## src/rtl/idec_pkg.sv

```systemverilog
`timescale 1ns/1ps
package idec_pkg;
  localparam int XLEN    = 32;
  localparam int RIDX_W  = 5;
  localparam int SHAMT_W = 5;
  localparam int ALU_W   = 4;
  localparam int BR_W    = 4;
  localparam int SYS_W   = 3;
  localparam int SIZE_W  = 2;

  localparam logic [6:0] OPC_LUI    = 7'b0110111;
  localparam logic [6:0] OPC_AUIPC  = 7'b0010111;
  localparam logic [6:0] OPC_JAL    = 7'b1101111;
  localparam logic [6:0] OPC_JALR   = 7'b1100111;
  localparam logic [6:0] OPC_BRANCH = 7'b1100011;
  localparam logic [6:0] OPC_LOAD   = 7'b0000011;
  localparam logic [6:0] OPC_STORE  = 7'b0100011;
  localparam logic [6:0] OPC_OPIMM  = 7'b0010011;
  localparam logic [6:0] OPC_OP     = 7'b0110011;
  localparam logic [6:0] OPC_MISC   = 7'b0001111;
  localparam logic [6:0] OPC_SYSTEM = 7'b1110011;

  localparam logic [6:0] F7_BASE = 7'b0000000;
  localparam logic [6:0] F7_ALT  = 7'b0100000;

  typedef enum logic [ALU_W-1:0] {
    ALU_ADD, ALU_SUB, ALU_SLL, ALU_SLT, ALU_SLTU, ALU_XOR,
    ALU_SRL, ALU_SRA, ALU_OR, ALU_AND, ALU_PASSB
  } alu_op_e;

  typedef enum logic [BR_W-1:0] {
    BR_NONE, BR_EQ, BR_NE, BR_LT, BR_GE, BR_LTU, BR_GEU, BR_JAL, BR_JALR
  } br_e;

  typedef enum logic [SYS_W-1:0] {
    SYS_NONE, SYS_FENCE, SYS_FENCEI, SYS_CSR, SYS_ECALL, SYS_EBREAK
  } sys_e;

  typedef enum logic [2:0] {
    IMM_NONE, IMM_I, IMM_S, IMM_B, IMM_U, IMM_J, IMM_SHAMT, IMM_CSR
  } imm_fmt_e;

  typedef struct packed {
    logic              rd_we;
    logic              use_rs1;
    logic              use_rs2;
    logic              mem_rd;
    logic              mem_wr;
    logic [SIZE_W-1:0] mem_size;
    logic              mem_uns;
    alu_op_e           alu_op;
    br_e               br;
    sys_e              sys;
    imm_fmt_e          fmt;
  } ctrl_t;

  function automatic alu_op_e alu_of_f3(input logic [2:0] f3, input logic alt);
    case (f3)
      3'b000:  return alt ? ALU_SUB : ALU_ADD;
      3'b001:  return ALU_SLL;
      3'b010:  return ALU_SLT;
      3'b011:  return ALU_SLTU;
      3'b100:  return ALU_XOR;
      3'b101:  return alt ? ALU_SRA : ALU_SRL;
      3'b110:  return ALU_OR;
      default: return ALU_AND;
    endcase
  endfunction
endpackage

```

## src/rtl/idec_imm.sv

```systemverilog
`timescale 1ns/1ps
module idec_imm
  import idec_pkg::*;
(
  input  logic [XLEN-1:7] ibits,
  input  imm_fmt_e        fmt,
  output logic [XLEN-1:0] imm
);
  localparam int IW = 12;
  localparam int BW = 13;
  localparam int JW = 21;

  logic sgn;
  assign sgn = ibits[XLEN-1];

  always_comb begin
    case (fmt)
      IMM_I:     imm = {{(XLEN-IW){sgn}}, ibits[31:20]};
      IMM_S:     imm = {{(XLEN-IW){sgn}}, ibits[31:25], ibits[11:7]};
      IMM_B:     imm = {{(XLEN-BW){sgn}}, sgn, ibits[7], ibits[30:25], ibits[11:8], 1'b0};
      IMM_U:     imm = {ibits[31:12], {IW{1'b0}}};
      IMM_J:     imm = {{(XLEN-JW){sgn}}, sgn, ibits[19:12], ibits[20], ibits[30:21], 1'b0};
      IMM_SHAMT: imm = {{(XLEN-SHAMT_W){1'b0}}, ibits[20 +: SHAMT_W]};
      IMM_CSR:   imm = {{(XLEN-IW){1'b0}}, ibits[31:20]};
      default:   imm = '0;
    endcase
  end
endmodule

```

## src/rtl/idec_ctrl.sv

```systemverilog
`timescale 1ns/1ps
module idec_ctrl
  import idec_pkg::*;
(
  input  logic [XLEN-1:0] inst,
  output logic            legal,
  output ctrl_t           ctl
);
  logic [6:0] opc;
  logic [2:0] f3;
  logic [6:0] f7;
  logic       ok;
  ctrl_t      c;

  assign opc = inst[6:0];
  assign f3  = inst[14:12];
  assign f7  = inst[31:25];

  always_comb begin
    ok = 1'b0;
    c  = '0;
    case (opc)
      OPC_LUI: begin
        ok = 1'b1; c.rd_we = 1'b1; c.alu_op = ALU_PASSB; c.fmt = IMM_U;
      end
      OPC_AUIPC: begin
        ok = 1'b1; c.rd_we = 1'b1; c.fmt = IMM_U;
      end
      OPC_JAL: begin
        ok = 1'b1; c.rd_we = 1'b1; c.br = BR_JAL; c.fmt = IMM_J;
      end
      OPC_JALR: begin
        ok = (f3 == 3'b000);
        c.rd_we = 1'b1; c.use_rs1 = 1'b1; c.br = BR_JALR; c.fmt = IMM_I;
      end
      OPC_BRANCH: begin
        ok = (f3[2:1] != 2'b01);
        c.use_rs1 = 1'b1; c.use_rs2 = 1'b1; c.fmt = IMM_B;
        case (f3)
          3'b000:  c.br = BR_EQ;
          3'b001:  c.br = BR_NE;
          3'b100:  c.br = BR_LT;
          3'b101:  c.br = BR_GE;
          3'b110:  c.br = BR_LTU;
          default: c.br = BR_GEU;
        endcase
      end
      OPC_LOAD: begin
        ok = (f3[1:0] != 2'b11) && !(f3[2] && f3[1]);
        c.rd_we = 1'b1; c.use_rs1 = 1'b1; c.mem_rd = 1'b1;
        c.mem_size = f3[1:0]; c.mem_uns = f3[2]; c.fmt = IMM_I;
      end
      OPC_STORE: begin
        ok = !f3[2] && (f3[1:0] != 2'b11);
        c.use_rs1 = 1'b1; c.use_rs2 = 1'b1; c.mem_wr = 1'b1;
        c.mem_size = f3[1:0]; c.fmt = IMM_S;
      end
      OPC_OPIMM: begin
        c.rd_we = 1'b1; c.use_rs1 = 1'b1;
        c.alu_op = alu_of_f3(f3, (f3 == 3'b101) && inst[30]);
        if (f3 == 3'b001) begin
          ok = (f7 == F7_BASE); c.fmt = IMM_SHAMT;
        end else if (f3 == 3'b101) begin
          ok = (f7 == F7_BASE) || (f7 == F7_ALT); c.fmt = IMM_SHAMT;
        end else begin
          ok = 1'b1; c.fmt = IMM_I;
        end
      end
      OPC_OP: begin
        c.rd_we = 1'b1; c.use_rs1 = 1'b1; c.use_rs2 = 1'b1;
        c.alu_op = alu_of_f3(f3, f7 == F7_ALT);
        ok = (f7 == F7_BASE) || ((f7 == F7_ALT) && ((f3 == 3'b000) || (f3 == 3'b101)));
      end
      OPC_MISC: begin
        ok    = (f3[2:1] == 2'b00);
        c.sys = f3[0] ? SYS_FENCEI : SYS_FENCE;
      end
      OPC_SYSTEM: begin
        if (f3 == 3'b000) begin
          if (inst[XLEN-1:7] == '0) begin
            ok = 1'b1; c.sys = SYS_ECALL;
          end else if (inst[XLEN-1:7] == {12'h001, 13'h0000}) begin
            ok = 1'b1; c.sys = SYS_EBREAK;
          end
        end else begin
          ok = (f3 != 3'b100);
          c.rd_we = 1'b1; c.use_rs1 = !f3[2]; c.sys = SYS_CSR; c.fmt = IMM_CSR;
        end
      end
      default: ok = 1'b0;
    endcase
    legal = ok;
    ctl   = ok ? c : '0;
  end
endmodule

```

## src/rtl/inst_decoder.sv

```systemverilog
`timescale 1ns/1ps
module inst_decoder
  import idec_pkg::*;
(
  input  logic [XLEN-1:0]   inst,
  output logic              illegal,
  output logic              rd_we,
  output logic [RIDX_W-1:0] rd_idx,
  output logic [RIDX_W-1:0] rs1_idx,
  output logic [RIDX_W-1:0] rs2_idx,
  output logic [XLEN-1:0]   imm,
  output logic [ALU_W-1:0]  alu_op,
  output logic              mem_rd,
  output logic              mem_wr,
  output logic [SIZE_W-1:0] mem_size,
  output logic              mem_unsigned,
  output logic [BR_W-1:0]   br_type,
  output logic [SYS_W-1:0]  sys_class
);
  logic  legal;
  ctrl_t ctl;

  idec_ctrl u_ctrl (
    .inst  (inst),
    .legal (legal),
    .ctl   (ctl)
  );

  idec_imm u_imm (
    .ibits (inst[XLEN-1:7]),
    .fmt   (ctl.fmt),
    .imm   (imm)
  );

  assign illegal      = !legal;
  assign rd_we        = ctl.rd_we;
  assign rd_idx       = ctl.rd_we   ? inst[11:7]  : '0;
  assign rs1_idx      = ctl.use_rs1 ? inst[19:15] : '0;
  assign rs2_idx      = ctl.use_rs2 ? inst[24:20] : '0;
  assign alu_op       = ctl.alu_op;
  assign mem_rd       = ctl.mem_rd;
  assign mem_wr       = ctl.mem_wr;
  assign mem_size     = ctl.mem_size;
  assign mem_unsigned = ctl.mem_uns;
  assign br_type      = ctl.br;
  assign sys_class    = ctl.sys;
endmodule

```

## config.mk

```make
export PLATFORM = sky130hd
export DESIGN_NAME = inst_decoder
export DESIGN_NICKNAME = d
export VERILOG_FILES = /design/src/rtl/idec_pkg.sv /design/src/rtl/idec_imm.sv /design/src/rtl/idec_ctrl.sv /design/src/rtl/inst_decoder.sv
export SDC_FILE = /design/constraint.sdc
export NUM_CORES = 1
export LEC_CHECK = 0
export BUFFER_PORTS_ARGS = -buffer_cell sky130_fd_sc_hd__buf_2
export CORE_MARGIN = 2
export CORE_UTILIZATION = 47
export DETAILED_ROUTE_END_ITERATION = 16
export PLACE_DENSITY = 0.95
export SYNTH_ARGS = -nofsm -noshare
export SYNTH_HDL_FRONTEND = slang
export SYNTH_HIERARCHICAL = 1
export SYNTH_SLANG_ARGS = --single-unit
```

## constraint.sdc

```tcl
create_clock -name vclk -period 4.25
set_input_delay 0.425 -clock vclk [all_inputs]
set_output_delay 0.425 -clock vclk [all_outputs]
set_load 0.02 [all_outputs]
```

==> results.cfg <==
[cells_and_area]
area_delta_synth_final_pct = 34.5
fin_nets = 328
final_cells = 325
final.fill_count = 259
seq_cells = 0
clkbuf_count = 0
antenna_cells = 0
regArea_um2 = 0
drive_gt1_share_pct = 40.5

[sta]
relSlewSlack_pct = 54.5
rsz0062_at_grt = false
tns_ns = 0
finalSetupViolations = 0
finalCritPeriodShare_pct = 90.0
period_needed_ns = 3.83
hold_violations = 0
worstMarginPinSlew_ns = 0.680
drv_slew = 0
fmax_mhz = 261

[critical_path]
required_ns = 3.83
worst_path_most_repeated_cell = buf_2
cpMaxStageDelayCell = nor2b_1
critPathMaxStageDelay_ns = 0.63
worst-path-stages = 10
critPathBufInv = 2
crit_chain = buf_2, nand4bb_1, nor2_1, and4b_4, nor3_4, a31oi_1, nor2b_1, a21oi_1, o21ai_0, buf_2
cp-start-kind = input port
crit_fanout = 16
cp.arrival_ns = 3.40
cp_top_family = simple AND/OR/NAND/NOR gates
cp-end-kind = primary output
crit_type = in -> out

[synthesis]
synthAdderAreaFrac_pct = 0
synth_top_cell_area_share_pct = 8.00
avgSynthCellArea_um2 = 6.27
synth_xor_area_share_pct = 0.659
synth_cell_types = 57
netlist_instances = 212
yosys-top-cells-area = and2_1, a21oi_1, nor2b_1
synthesis.area_um2 = 1330
synth_commonest_cells = a21oi_1, and2_1, nor2_1
yosys.area.top_type = and2_1
seq_area_frac_synth_pct = 0
synthMuxAreaShare_pct = 4.99
syn-num-nets = 244
synth_compound_area_share_pct = 32.7
synth_top_family_by_area = simple AND/OR/NAND/NOR gates
ys_warn_count = 6
synth_simple_gate_area_share_pct = 52.9
synth.most_common_cell = a21oi_1

[hold_path]
worstHoldPathCells = 3
hold_path_end = imm[15]
hp-start = inst[15]
hp-class = in -> out

[floorplanning]
die_width_um = 57.2
initial_core_util_pct = 49.0
num_rows = 19
pin_count = 97
die_h_um = 57.2
core_area_um2 = 2710
design.die.area_um2 = 3270

[global_routing]
grt-ovfl-total = 0
grt_max_degree = 22
grt_pass1_vias = 1740
gr-usage-all-layers_pct = 28.3
grtUsageMet1_pct = 37.5
grt_pass1_wl_mm = 7.86
grt_use_met3_pct = 2.72
grt_busiest_layer = met2
globalRouteMet2Util_pct = 51.2
antenna_found_initial = 0

[detailed_routing]
drtIter0Drc = 140
postRouteAntennaNets = 0
drc = 0
wl_mm = 4.84
vias_per_cell = 6.09
num_vias = 1980
routedWlPerCell_um = 14.9
dr.pass1.iters = 5

[placement]
port-buffer-count = 97
dp_hpwl_mm = 3.85
gp_congestion = 0.951
dp.cells = 325

[flow_run]
cap_violations = 0

[power]
p_leak_nw = 0.972
totalPowerFinal_mw = 0.0822
vdd_drop_max_uv = 50.8
pwr_density_cell_nw_per_um2 = 46.0

[clock_network]
hold_buffers = 0
post-cts-setup-buffers = 0
cts_resized = 0

[run_status]
status = finished clean
stage by stage:
| step | setup WS [ns] | instance area [um2] | utilization [%] | hold WS [ns] |
|---|---|---|---|---|
| detailed placement | 0.471 | 1790 | 65.9 | 1.19 |
| global placement | 0.586 | 1790 | 65.9 | 1.19 |
| global route | 0.136 | 1790 | 65.9 | 1.21 |
| CTS | 0.468 | 1790 | 65.9 | 1.19 |
| finish | 0.423 | 1790 | 65.9 | 1.19 |
| floorplan | 0.976 | 1330 | - | 1.00 |
tightest hold or removal path: stages:
cell and delay (ns):
buf_2 0.10, a21o_1 0.10, buf_2 0.15
routing by layer:
layer	wire [um]	part of all wire (%)
met5	0	0
met4	59	1.2
met3	474	9.8
met2	2400	50
met1	1910	39
how the worst max path moves through the flow:
stage / startpoint / endpoint / slack (ns)
global placement: inst[12] / imm[28] / 0.59
finish: inst[2] / imm[25] / 0.42
global route: inst[2] / imm[25] / 0.14
detailed placement: inst[12] / imm[25] / 0.47
floorplan: inst[26] / imm[0] / 0.98
CTS: inst[12] / imm[25] / 0.47
cell type report:
class	instances	area [um2]	area share, %
timing repair buffer	100	508	28.4
inverter	6	22.5	1.26
tap	31	38.8	2.17
multi-input combinational	188	1220	68.1
cell usage in the layout, fill, tap and decap left out, types with 8 or more instances in the layout:
master | netlist | layout
nor2_1 | 17 | 17
o21ai_0 | 9 | 9
nor2b_1 | 11 | 11
nand2_1 | 11 | 11
a21oi_1 | 20 | 20
a21o_1 | 8 | 8
and2_1 | 17 | 17
buf_2 | 8 | 97
o21ai_1 | 10 | 10
nor3_1 | 11 | 10
nand3_1 | 8 | 8
where the power goes:
| part | total (mW) | switching (mW) | leakage (nW) | internal, mW |
|---|---|---|---|---|
| Clock | 0 | 0 | 0 | 0 |
| Sequential | 0 | 0 | 0 | 0 |
| Combinational | 0.0822 | 0.0522 | 0.972 | 0.0300 |
| Total | 0.0822 | 0.0522 | 0.972 | 0.0300 |
kinds of logic (layout without fill, tap and decap cells):
logic type | Yosys count | count (layout)
xor+xnor | 1 | 1
mux | 6 | 6
buf+inv | 24 | 106
simple gates | 112 | 112
compound gates | 69 | 69
Note: power is estimated with default switching activity, not from simulation.
